`src/rtl/wchain_pkg.sv`:
```
package wchain_pkg;
  localparam int DIGITS = 10;
  localparam int JW     = DIGITS / 2;
  localparam int CW     = $clog2(DIGITS);

  typedef logic [JW-1:0] jstate_t;
  typedef logic [CW-1:0] count_t;

  // Advance a twisted ring by one place.
  function automatic jstate_t jstep(jstate_t s);
    return {s[JW-2:0], ~s[JW-1]};
  endfunction

  // Map a ring pattern to its count 0..DIGITS-1.
  function automatic count_t jdecode(jstate_t s);
    int ones;
    ones = 0;
    for (int i = 0; i < JW; i++) ones += int'(s[i]);
    if (!s[JW-1]) return count_t'(ones);
    return count_t'(DIGITS - ones);
  endfunction

  // Ring pattern expected for a given count.
  function automatic jstate_t jencode(count_t c);
    jstate_t m;
    if (int'(c) <= JW) m = jstate_t'((1 << int'(c)) - 1);
    else               m = ~jstate_t'((1 << (JW - (DIGITS - int'(c)))) - 1);
    return m;
  endfunction
endpackage

```
`src/rtl/decade_stage.sv`:
```
module decade_stage
  import wchain_pkg::*;
(
  input  logic              clk,
  input  logic              rst_n,
  input  logic              adv,
  input  logic              clr,
  output count_t            cnt,
  output logic [DIGITS-1:0] hot,
  output logic              at0,
  output logic              at9
);
  jstate_t ring;

  always_ff @(posedge clk or negedge rst_n) begin
    if (!rst_n)             ring <= '0;
    else if (clr)           ring <= '0;
    else if (adv && !at9)   ring <= jstep(ring);
  end

  assign at0 = !ring[JW-1] && !ring[0];
  assign at9 = ring[JW-1] && !ring[JW-2];
  assign cnt = jdecode(ring);
  assign hot = DIGITS'(1) << cnt;

  assert_legal_R7: assert property (@(posedge clk) disable iff (!rst_n)
    ring == jencode(cnt));
  assert_park_R4: assert property (@(posedge clk) disable iff (!rst_n)
    at9 && !clr |=> at9);
  assert_clear_R6: assert property (@(posedge clk) disable iff (!rst_n)
    clr |=> (cnt == '0));
  assert_step_R2: assert property (@(posedge clk) disable iff (!rst_n)
    adv && !at9 && !clr |=> cnt == $past(cnt) + count_t'(1));
endmodule

```
`src/rtl/pos_encoder.sv`:
```
module pos_encoder
  import wchain_pkg::*;
#(
  parameter int NST  = 3,
  localparam int POSW = (DIGITS - 1) * NST + 1
)(
  input  logic [NST*CW-1:0] cnts,
  output logic [POSW-1:0]   pos
);
  int idx;

  always_comb begin
    idx = 0;
    for (int k = 0; k < NST; k++) begin
      if (k == 0 || cnts[k*CW +: CW] != '0)
        idx = (DIGITS - 1) * k + int'(cnts[k*CW +: CW]);
    end
    pos = '0;
    pos[idx] = 1'b1;
  end
endmodule

```
`src/rtl/walk_chain.sv`:
```
module walk_chain
  import wchain_pkg::*;
#(
  parameter int NSTAGES = 3,
  localparam int POSW   = (DIGITS - 1) * NSTAGES + 1
)(
  input  logic                      clk,
  input  logic                      rst_n,
  output logic [DIGITS*NSTAGES-1:0] stage_hot,
  output logic [CW*NSTAGES-1:0]     stage_cnt,
  output logic [POSW-1:0]           pos_hot,
  output logic                      seq_done
);
  logic [NSTAGES-1:0] at0, at9, adv, clr;

  for (genvar k = 0; k < NSTAGES; k++) begin : g_stage
    if (k == 0) begin : g_head
      assign adv[k] = 1'b1;
      assign clr[k] = at9[NSTAGES-1];
    end else begin : g_tail
      assign adv[k] = at9[k-1];
      assign clr[k] = at0[k-1];

      assert_hold_R3: assert property (@(posedge clk) disable iff (!rst_n)
        !at9[k-1] && !at0[k-1] |=> $stable(stage_cnt[k*CW +: CW]));
    end

    decade_stage u_stage (
      .clk   (clk),
      .rst_n (rst_n),
      .adv   (adv[k]),
      .clr   (clr[k]),
      .cnt   (stage_cnt[k*CW +: CW]),
      .hot   (stage_hot[k*DIGITS +: DIGITS]),
      .at0   (at0[k]),
      .at9   (at9[k])
    );
  end

  pos_encoder #(.NST(NSTAGES)) u_pos (
    .cnts (stage_cnt),
    .pos  (pos_hot)
  );

  assign seq_done = at9[NSTAGES-1];

  assert_wrap_R5: assert property (@(posedge clk) disable iff (!rst_n)
    seq_done |=> (stage_cnt[CW-1:0] == '0));
  assert_onehot_R8: assert property (@(posedge clk) disable iff (!rst_n)
    $onehot(pos_hot));
  assert_done_R9: assert property (@(posedge clk) disable iff (!rst_n)
    $rose(seq_done) |-> (stage_cnt[CW-1:0] == count_t'(DIGITS - 1)));
endmodule

```
`config.mk`:
```
export PLATFORM = sky130hd
export DESIGN_NAME = walk_chain
export DESIGN_NICKNAME = d
export VERILOG_FILES = /design/src/rtl/wchain_pkg.sv /design/src/rtl/decade_stage.sv /design/src/rtl/pos_encoder.sv /design/src/rtl/walk_chain.sv
export SDC_FILE = /design/constraint.sdc
export NUM_CORES = 1
export LEC_CHECK = 0
export ABC_AREA = 0
export BUFFER_PORTS_ARGS = -buffer_cell sky130_fd_sc_hd__buf_4
export CAP_MARGIN = 20
export CORE_UTILIZATION = 45
export CTS_CLUSTER_SIZE = 25
export DETAILED_ROUTE_END_ITERATION = 10
export PLACE_DENSITY = 0.73
export SYNTH_ARGS = -nofsm -noshare
export SYNTH_HDL_FRONTEND = slang
export SYNTH_SLANG_ARGS = --single-unit
```
`constraint.sdc`:
```
create_clock -name clk -period 6.7 [get_ports clk]
set_input_delay 0.335 -clock clk [delete_from_list [all_inputs] [get_ports clk]]
set_output_delay 0.335 -clock clk [all_outputs]
set_load 0.1 [all_outputs]
```
==> metrics list, run 1 <==
* H-tree levels: 1
* Violations in the final reports: design-rule violations
- Final hold analysis gives a worst-case slack of 471 ps.
- Number of inserted diodes: 0
- The register with the most flip-flops in the layout has 15 of them.
- Number of nets with antenna violations after routing: 0
- Yosys reg bits: 15
* Setup crit start: g_stage[1].u_stage.ring[4]$_DFFE_PN0P_
- The share of synthesized area in the top cell type comes to approximately 17%.
* Total global-route track usage: around 22%
* Drt total wl: 5400 um
* Residual overflow from global routing: 0
* Final worst path period need: approximately 5600 ps
- Dividing the detail-routed via count by the number of cells gives between 5 and 6.
* Via count: 2222
- The register with the most flip-flops in the final layout is g_stage.u_stage.ring.
- Tightest Pin Transition: ~550 ps
- Peak fanout along the critical path: 16
* Post-synthesis instance area: ~0.0022 sq mm
* Initial core utilization: approximately 48%
- Entering global routing, the biggest net connects 17 pins.
* DRC Markers: 8
- The die covers around 0.0051 sq mm.
- Gate Count Post-Synth: just under 300
* Register area share after synthesis: about 17%
- Count of endpoints failing hold in the final timing report: 0
* Total setup violations reported at the end of the flow: 0
* Number of buffers between clock root and the deepest sink: 2
* Vias in the first global route: 2031
- After floorplanning, the core was divided into 24 placement rows.
* Count of fill cells added during filler insertion: 424
* Asr flop ratio synth: 100%
* Final period util: 84.0%
- The largest registers in the layout are g_stage.u_stage.ring x15.
* Classification of the worst-slack hold path: primary input to asynchronous set/reset pin
* Startpoint of the worst-slack reg-to-reg timing path: g_stage[1].u_stage.ring[4]$_DFFE_PN0P_
* Most used standard cell by instance count after synthesis: nor2_1
- Placed wire-length estimate after detailed placement: approximately 4500 um
- After the last flow step, the layout net total stands at roughly 390.
* Die X-Extent: 71.3 um
* Area of the placeable core: roughly 0.0045 sq mm
- Summed over all instances, the cell type with the most area after synthesis is dfrtp_1.
- Clock-pin slew was measured on the worst setup and hold paths at around 60 ps.
- Data on the critical path is required at its endpoint by ~6400 ps.
* Post-detailed-route wirelength per cell: ~13 um
* First DRT Iteration DRCs: approximately 120
* TritonCTS clock tree: done
- Nets in the synthesized netlist: about 320
- I/O pin count: 73
* Critical setup path kind: flip-flop to output pin
- Setup_tns: 0 ps
* Leading cell types by count after synthesis: nor2_1, nand2_1, inv_1
- Final weighted congestion of routability-driven global placement: between 0.8 and 0.9
* Synthesized area divided by synthesized cell count: approximately 7.3 sq um
- For this run, the top clock speed supported by timing is 178 MHz.
- Leading cell types by total area after synthesis: dfrtp_1, ha_1, nor2_1
* Number of antenna violations at the first check in global routing: 0
* Number of enable-type register cells in the synthesized netlist: 0
* Leakage: 1.30 nW
- Across the routed clock network, the largest skew measured is around 5.2 ps.
- Kind of capture point of the worst setup path: output pin
- Root Buffer Master: clkbuf_8
- Synth warnings: 0
* Outcome: finished with violations
- CP arrival: 5300 ps
- Power spread over the standard cell area amounts to ~57 mW/mm^2.
* Setup repair after global routing missed its margin: no
- Of the cells placed in the final design, the portion with a size suffix greater than 1 is approximately 36%.
* Clk Latency, worst-skew pair: about 250 ps
* Startpoint type of the worst setup path: flip-flop
- Max-Cap Viols: 0
- The most used flip-flop cell after synthesis is dfrtp_1.
- After synthesis, the netlist uses just under 60 different library cells.
* Area growth syn-to-layout: 34.6%
* Die boundary height: between 70 and 80 um
* First-pass GRT wire length: approximately 9000 um
* Count of input and output buffers: between 70 and 80
- First-pass iteration count of the detailed router: 8
* Max IR drop VDD: ~0.00015 V
* Slew Limit Fails: 0
* Clock Sink Count: 15
- Cts bufs inserted: 3
- In this run the tightest slew margin relative to its limit is around 63%.
[cells in the final DEF (no fill, tap or decap), types with 4 or more instances in the layout]
master / instances
nand2b_1: 4
a21oi_1: 7
inv_1: 27
nand3_1: 6
a21o_1: 4
and2_1: 5
buf_4: 72
nor2_2: 25
nand3b_1: 5
nor3_1: 6
nor2b_1: 9
nand2_1: 35
fa_1: 5
dfrtp_1: 15
ha_1: 15
a31oi_1: 4
mux2i_1: 4
o21ai_0: 15
nor2_1: 25
[critical path, stage by stage (launching register included)]
cell and delay [ps]:
dfrtp_1 680, clkinv_1 400, fa_1 590, inv_1 40, ha_1 180, fa_1 550
ha_1 400, mux2i_2 130, inv_1 100, ha_1 220, inv_1 120, a221oi_4 320
mux2_1 380, a31oi_1 410, nand2b_4 250, nor2_2 40, buf_4 220
[logic make-up after synthesis]
| kind of cell | count (synthesis) | synth area share (%) |
|---|---|---|
| flip-flops | 15 | 17.4 |
| AO/OA/AOI/OAI | 61 | 22.2 |
| buffers and inverters | 43 | 8.64 |
| adder cells (fa/ha/maj) | 23 | 15.4 |
| XOR/XNOR | 3 | 1.22 |
| multiplexers | 6 | 2.84 |
| AND/OR/NAND/NOR | 143 | 32.3 |
[final timing paths]
path	to	slack, ps	depth (start not counted)
worst max-delay path	pos_hot[27]	1070	16
worst min-delay path	g_stage[1].u_stage.ring[2]$_DFFE_PN0P_	470	2
worst max register to register	g_stage[1].u_stage.ring[2]$_DFFE_PN0P_	4950	4
worst min register to register	g_stage[0].u_stage.ring[3]$_DFFE_PN0P_	520	2
max in group asynchronous	g_stage[2].u_stage.ring[2]$_DFFE_PN0P_	6060	2
min in group clk	g_stage[0].u_stage.ring[3]$_DFFE_PN0P_	520	2
[per-stage QoR]
stage                     power (mW)  util [%]  cells  cell area (sq um)  setup WS [ps]
after detailed placement      0.0944      63.6    407               2850           1350
after floorplan               0.0923         -    294               2310          -1380
final                          0.165      64.9    412               2900           1070
after CTS                      0.168      64.9    412               2900           1050
after global placement        0.0944      63.6    407               2850           1590
after global routing           0.173      64.9    412               2900            676
[per-layer routing]
layer  share of wire, %  GRT usage [%]
met5                  0              0
met3                5.0           3.66
met1                 46           28.9
met2                 49           39.6
met4               0.63           2.22
[cell type report]
cell class	instances	area, sq um	share of cell area, %
well taps	52	65.1	2.24
repair buffers	73	551	19.0
flip-flops and latches	15	375	12.9
clock inverters	1	5.00	0.172
clock buffers	3	41.3	1.42
multi-input cells	236	1740	60.0
inverters	32	124	4.27
[power by group]
| part | internal (mW) | switching [mW] |
|---|---|---|
| Sequential | 0.0906 | 0 |
| Combinational | 0.000780 | 0.00170 |
| Clock | 0.0412 | 0.0304 |
| Total | 0.133 | 0.0322 |
[what timing repair did]
| action | in CTS | in global routing |
|---|---|---|
| gates resized for setup | 0 | 0 |
| setup buffers | 0 | 0 |
| hold buffers | 1 | 0 |
| hold endpoints to repair | 15 | 0 |
| endpoints found under the setup margin | 0 | 0 |
Note: power is estimated with default switching activity, not from simulation.
==> inputs of run 2 (changes only) <==
--- a/config.mk
+++ b/config.mk
@@ -11,7 +11,7 @@
 export CORE_UTILIZATION = 45
 export CTS_CLUSTER_SIZE = 25
 export DETAILED_ROUTE_END_ITERATION = 10
-export PLACE_DENSITY = 0.73
+export PLACE_DENSITY = 0.76
 export SYNTH_ARGS = -nofsm -noshare
 export SYNTH_HDL_FRONTEND = slang
 export SYNTH_SLANG_ARGS = --single-unit
==> constraint.sdc (replaced) <==
create_clock -name clk -period 4.6 [get_ports clk]
set_input_delay 0.23 -clock clk [delete_from_list [all_inputs] [get_ports clk]]
set_output_delay 0.23 -clock clk [all_outputs]
set_load 0.1 [all_outputs]
==> run 2 against run 1 <==
Net effect:
- the run ends with design-rule violations, negative setup slack left
- wire length up 67%
- non-clock buffer count up 34
- clock skew down 1.5 ps
- critical path depth up 2
- die area unchanged
- global-route usage up 5.0 points
- combinational power up 52%
- first-iteration DRC count up 77%
- clock power up 52%
- largest power group unchanged
- highest routed layer unchanged
==> metrics list, run 2 (synthesis results as in run 1) <==
- For the worst-skew pair, the clock arrives at the later sink with an insertion delay of between 200 and 300 ps.
- In the routed layout, each cell is associated on average with a via count of just over 6.
* Critical setup path kind: flip-flop to output pin
- Routability-driven placement finished with a final weighted congestion of ~0.85.
- Setup repair after global routing missed its margin: yes
- The floorplan has 24 rows.
* Number of flip-flops in the largest register: 15
- The routed layout has between 2000 and 3000 vias.
- In the final layout, the registers with the most flip-flops are g_stage.u_stage.ring x15.
- The initial utilization of the core area, before any placement, comes to between 40% and 50%.
* I/O pin count: 73
- Slew Limit Fails: 0
- The net count of the finished layout is 420.
- The final hold violation count came to 0.
- Prior to clock tree synthesis, the placed netlist has a worst setup slack of 84.4 ps.
- Classification of the worst-slack hold path: primary input to asynchronous set/reset pin
- For this block, the routed nets add up to 9030 um of wire.
* Final setup skew: about 3.7 ps
- Top library cells by usage in the layout, fill and taps aside: buf_4, nand2_1, nor2_4, inv_1, nor2_1
- Max-cap violations in this run came to 0.
- The longest clock path from root to sink contains 2 buffers.
* Die boundary height: approximately 71 um
- Clock Sink Count: 15
- Vias in the first global route: around 2400
- Dividing the detail-routed wire length by the instance count gives between 20 and 25 um.
- The repair_antennas step left the layout with diodes totalling 0.
- Of the available clock period, the critical path in the final layout requires 105%.
- Timing-limited maximum frequency: 207 MHz
- Outcome: finished with violations
- Tightest Pin Transition: around 540 ps
- TritonCTS clock tree: done
- Setup slack of the critical path after layout: -234 ps
* Total global-route track usage: between 20% and 30%
- In this run the remaining antenna-violating nets after routing total 0.
* Kind of capture point of the worst setup path: output pin
- The die covers ~0.0051 sq mm.
* Largest net degree at the start of global routing: 16
- The checks that failed: design-rule violations, negative setup slack.
* Die X-Extent: between 70 and 80 um
* First-pass GRT wire length: around 11000 um
- DRC Markers: 8
* Data required time of the worst path: around 4400 ps
- Number of antenna violations at the first check in global routing: 0
* Cts bufs inserted: 3
* Max IR drop VDD: just over 0.0002 V
* Placed wire-length estimate after detailed placement: just over 5000 um
- Residual overflow from global routing: 0
- CP arrival: ~4600 ps
* First-pass iteration count of the detailed router: 9
* Met1 track demand over resource: between 30% and 40%
- The library cell used most frequently in the layout, excluding fill and tap cells, is buf_4.
- The global routing stage identified its most utilized layer as met2.
- The area growth from synthesis to layout is 85.2%.
- Fill cells in the final layout number just under 200.
- H-tree levels: 1
- For this design the ratio of total power to cell area is roughly 60 mW/mm^2.
* Count of input and output buffers: 72
* Startpoint type of the worst setup path: flip-flop
- Area of the placeable core: 0.00447 sq mm
- Met3 track demand over resource in global routing: 4.78%
- Peak fanout along the critical path: 6
* Register bank with the most flops: g_stage.u_stage.ring
- Fin util: 89.3%
- Met2 Usage GRT: 53.0%
- In this run, the number of DRC markers left after iteration 0 of detailed routing was ~210.
- Slew margin rel.: about 64%
- Root Buffer Master: clkbuf_8
- Total setup violations reported at the end of the flow: 27
- The worst path in the final design needs a cycle of between 4000 and 5000 ps, including I/O delays and setup.
* Share of cells above drive strength 1: 56.1%
- Clock-pin slew was measured on the worst setup and hold paths at roughly 60 ps.
* Leakage: around 1.6 nW
## run 2: changes by cell type in the layout (fill, tap and decap cells not counted), sizes merged
cell | previous run | this run
buf | 72 | 106
clkinvlp | 1 | 3
inv | 30 | 28
## run 2: report_power, final
part	total [mW]	switching (mW)	leakage (nW)	internal, mW
Clock	0.109	0.0479	0.0217	0.0608
Combinational	0.00376	0.00262	1.40	0.00113
Sequential	0.132	0	0.195	0.132
Total	0.244	0.0505	1.62	0.194
## run 2: metal layers
metal,share of wire [%],up-vias
met2,52,166
met4,5.3,0
met5,0,-
li1,-,1214
met3,6.7,49
met1,36,1286
## run 2: final timing paths
kind,start,endpoint,slack [ps],cells past startpoint
setup reg to reg,g_stage[2].u_stage.ring[3]$_DFFE_PN0P_,g_stage[2].u_stage.ring[1]$_DFFE_PN0P_,2950,4
hold reg to reg,g_stage[0].u_stage.ring[2]$_DFFE_PN0P_,g_stage[0].u_stage.ring[3]$_DFFE_PN0P_,540,2
hold / removal,rst_n,g_stage[0].u_stage.ring[1]$_DFFE_PN0P_,360,2
min in group clk,g_stage[0].u_stage.ring[2]$_DFFE_PN0P_,g_stage[0].u_stage.ring[3]$_DFFE_PN0P_,540,2
setup / recovery,g_stage[2].u_stage.ring[0]$_DFFE_PN0P_,pos_hot[11],-230,18
max in group asynchronous,rst_n,g_stage[2].u_stage.ring[1]$_DFFE_PN0P_,4060,2
## run 2: through the flow
stage                     hold WS [ps]  setup TNS [ps]  area [sq um]  power [mW]  cells
final                              363           -2870          4000       0.244    446
after floorplan                  -65.6          -31620          2700       0.134    294
after global routing               384           -6630          4000       0.253    446
after detailed placement          94.2               0          3350       0.138    423
after global placement            91.2               0          3350       0.138    423
after CTS                          368               0          3570       0.247    432
## run 2: worst max-delay path, stage by stage (launching register included)
cell and delay (ps):
dfrtp_1 410, ha_1 290, inv_1 90, fa_1 420, inv_1 70, ha_2 170
inv_2 50, fa_1 630, inv_2 90, ha_4 280, a21o_1 200, clkinvlp_4 160
ha_4 190, ha_4 270, nor2b_4 160, a31oi_4 80, or3_4 450, nor2_4 170
buf_12 180
## run 2: timing repair
item / CTS / global route
pin swaps: 7 / 36
hold buffers: 1 / 0
setup buffers: 4 / 14
resized for setup: 30 / 69
hold endpoints to repair: 15 / 0
setup endpoints to repair: 25 / 28
## run 2: final cells by class
class / instances / area, sq um / share of cell area, %
clock inverter: 1 / 7.51 / 0.188
inverter: 32 / 140 / 3.51
sequential: 15 / 375 / 9.39
multi-input combinational: 236 / 2300 / 57.6
clock buffer: 3 / 41.3 / 1.03
timing repair buffer: 107 / 1060 / 26.6
tap: 52 / 65.1 / 1.63
==> inputs of run 3 (changes only) <==
--- a/config.mk
+++ b/config.mk
@@ -8,10 +8,13 @@
 export ABC_AREA = 0
 export BUFFER_PORTS_ARGS = -buffer_cell sky130_fd_sc_hd__buf_4
 export CAP_MARGIN = 20
-export CORE_UTILIZATION = 45
+export CELL_PAD_IN_SITES_DETAIL_PLACEMENT = 2
+export CELL_PAD_IN_SITES_GLOBAL_PLACEMENT = 2
+export CORE_UTILIZATION = 25
 export CTS_CLUSTER_SIZE = 25
 export DETAILED_ROUTE_END_ITERATION = 10
-export PLACE_DENSITY = 0.76
+export PLACE_DENSITY_LB_ADDON = 0.1
+export RECOVER_POWER = 50
 export SYNTH_ARGS = -nofsm -noshare
 export SYNTH_HDL_FRONTEND = slang
 export SYNTH_SLANG_ARGS = --single-unit
==> run 3 against run 2 <==
Net effect:
- the flow finishes with violations (negative setup slack)
- register-to-register slack better by 40 ps
- via count decreased by 4.3%
- utilization fell by 39 points
- largest power group unchanged
- non-clock buffer count up 3
- sequential share of layout area shrank 0.34 points
- first-iteration DRC count is 56% lower
==> metrics list, run 3 (synthesis results as in run 1) <==
- Count of fill cells added during filler insertion: between 800 and 900
- Initial core utilization: a little over a quarter
* Footprint of the flip-flops and latches: ~380 sq um
- I/O pin count: 73
- Area of combinational cells with multiple inputs: around 0.0023 sq mm
- The worst hold path belongs to the class flip-flop to flip-flop.
* Slew Limit Fails: 0
- Clock-pin slew was measured on the worst setup and hold paths at 70 ps.
- Slew margin rel.: 20.3%
* Startpoint type of the worst setup path: flip-flop
- Number of nets with antenna violations after routing: 0
- The tree built by TritonCTS fans out to 15 sinks.
* Worst R2R Path Depth: 4
- The critical path is of the flip-flop to output pin type.
* Startpoint of the worst-slack reg-to-reg timing path: g_stage[2].u_stage.ring[3]$_DFFE_PN0P_
* Placed wire-length estimate after detailed placement: approximately 6500 um
- Data required time of the worst path: 4370 ps
- The final layout contains 423 nets.
* Dpl cell area: around 0.0035 sq mm
- Timing-limited maximum frequency: between 200 and 250 MHz
* Die boundary height: approximately 95 um
- Register bank with the most flops: g_stage.u_stage.ring
* Total setup violations reported at the end of the flow: 7
* Top library cells by usage in the layout, fill and taps aside: buf_4, buf_12, nand2_1, nor2_4, inv_1
- Max IR drop VDD: 0.000123 V
- Largest net degree at the start of global routing: 16
- The floorplan has 33 rows.
- The die covers between 0.009 and 0.01 sq mm.
- Outcome: finished with violations
- Of all nets on the critical path, the largest fanout is 6.
- Die X-Extent: 94.9 um
- The final hold violation count came to 0.
- Number of flip-flops in the largest register: 15
- The repair_antennas step left the layout with diodes totalling 0.
- Leading cell type in the layout, fill and taps excluded: buf_4
- The first detailed-routing pass took 4 iterations.
- The endpoint identified for the worst register-to-register timing path is g_stage[2].u_stage.ring[1]$_DFFE_PN0P_.
- Final period util: 102%
- Area growth syn-to-layout: 92.1%
* Clk Latency, worst-skew pair: approximately 250 ps
- Once layout is done, the placed cells without fillers occupy ~0.0041 sq mm.
- TritonCTS clock tree: done
- Max-Cap Viols: 0
- The number of global-route vias before repair came to roughly 2700.
- Number of buffers between clock root and the deepest sink: 2
- The checks that failed: negative setup slack.
* Cts bufs inserted: 3
- Root Buffer Master: clkbuf_8
- Measured on the finished design, the core utilization comes to 50.0%.
* PwrDens: between 50 and 60 mW/mm^2
- For this block, the initial DRC count from the detailed router was 94.
- First-pass GRT wire length: about 14000 um
* Setup repair after global routing missed its margin: yes
- Summed over all failing endpoints, the final setup total negative slack is -424 ps.
* Area of the placeable core: 0.00830 sq mm
* Hold Crit Start: g_stage[0].u_stage.ring[2]$_DFFE_PN0P_
* Number of antenna violations at the first check in global routing: 0
- For the pin with the worst max-slew slack, the measured transition is between 1000 and 1500 ps.
- For the finished layout, the period the worst path requires is between 4000 and 5000 ps.
- Hold Path Stages: 2
* Count of input and output buffers: 72
- Final setup skew: between 4 and 5 ps
* Total global-route track usage: around a fifth
- The worst hold path terminates at g_stage[0].u_stage.ring[3]$_DFFE_PN0P_.
* Leakage: 1.65 nW
- CTS built an H-tree with a depth of 1.
- CP arrival: about 4500 ps
- Via-to-Cell Ratio: approximately 5.2
- After detailed routing, the number of remaining DRC violations is 0.
* Worst reg-to-reg setup slack: ~3000 ps
- Final weighted congestion of routability-driven global placement: 0.730
* Via count: 2598
* Setup slack of the critical path after layout: -81.8 ps
- For this block, the routed nets add up to between 10000 and 15000 um of wire.
- The worst setup path is captured at an output pin.
- Biggest regs: g_stage.u_stage.ring x15
- Residual overflow from global routing: 0
- Cells with a size suffix above 1 make up a little over half of the layout.
- Dividing the detail-routed wire length by the instance count gives around 21 um.
## run 3: critical path, stage by stage, from the launching register on
cell	delay, ps
dfrtp_1	400
ha_1	330
inv_2	60
fa_1	390
inv_1	70
ha_2	150
inv_1	50
fa_1	560
inv_2	80
ha_4	280
a21o_1	190
clkinvlp_4	140
ha_4	180
ha_4	280
nor2b_4	160
a31oi_4	70
or3_4	460
nor2_4	150
buf_12	190
## run 3: cell type report
| cell class | instances | share of cell area [%] |
|---|---|---|
| inverters | 32 | 3.38 |
| flip-flops and latches | 15 | 9.05 |
| clock inverters | 1 | 0.121 |
| repair buffers | 110 | 28.2 |
| clock buffers | 3 | 0.996 |
| well taps | 105 | 3.17 |
| multi-input cells | 236 | 55.1 |
## run 3: routing by layer
metal  up-vias  global-route usage (%)  wire, um
li1       1220                       -         -
met1      1301                    22.7      3700
met2        59                    41.7      6280
met3        18                    1.53       210
met4         0                    5.43       336
met5         -                       0         0
## run 3: where the power goes
part / total, mW / internal, mW / switching (mW)
logic: 0.00345 / 0.000732 / 0.00272
clock network: 0.110 / 0.0601 / 0.0501
registers: 0.132 / 0.132 / 0
## run 3: repair_timing
item,4_1_cts,5_1_grt
hold buffers,1,0
pin swaps,11,20
resized for setup,53,70
buffers inserted,7,14
hold endpoints to repair,15,0
setup endpoints to repair,26,28
## run 3: worst max-delay path by stage
stage / startpoint / to / slack [ps] / depth (start not counted)
2_1_floorplan: g_stage[0].u_stage.ring[0]$_DFFE_PN0P_ / stage_hot[0] / -3370 / 13
4_1_cts: g_stage[1].u_stage.ring[1]$_DFFE_PN0P_ / pos_hot[13] / 0.6 / 17
3_3_place_gp: g_stage[2].u_stage.ring[0]$_DFFE_PN0P_ / pos_hot[9] / 90 / 18
6_report: g_stage[2].u_stage.ring[0]$_DFFE_PN0P_ / pos_hot[11] / -80 / 18
5_1_grt: g_stage[1].u_stage.ring[1]$_DFFE_PN0P_ / pos_hot[12] / -240 / 18
3_5_place_dp: g_stage[2].u_stage.ring[0]$_DFFE_PN0P_ / pos_hot[9] / 30 / 18
## run 3: per-stage QoR
step	worst slack, ps	cells	hold WS [ps]	power [mW]
after floorplan	-3370	294	-65.6	0.134
after global placement	85.6	481	101	0.138
after detailed placement	26.9	481	102	0.138
after CTS	0.616	493	368	0.251
after global routing	-242	502	574	0.256
final	-81.8	502	532	0.246
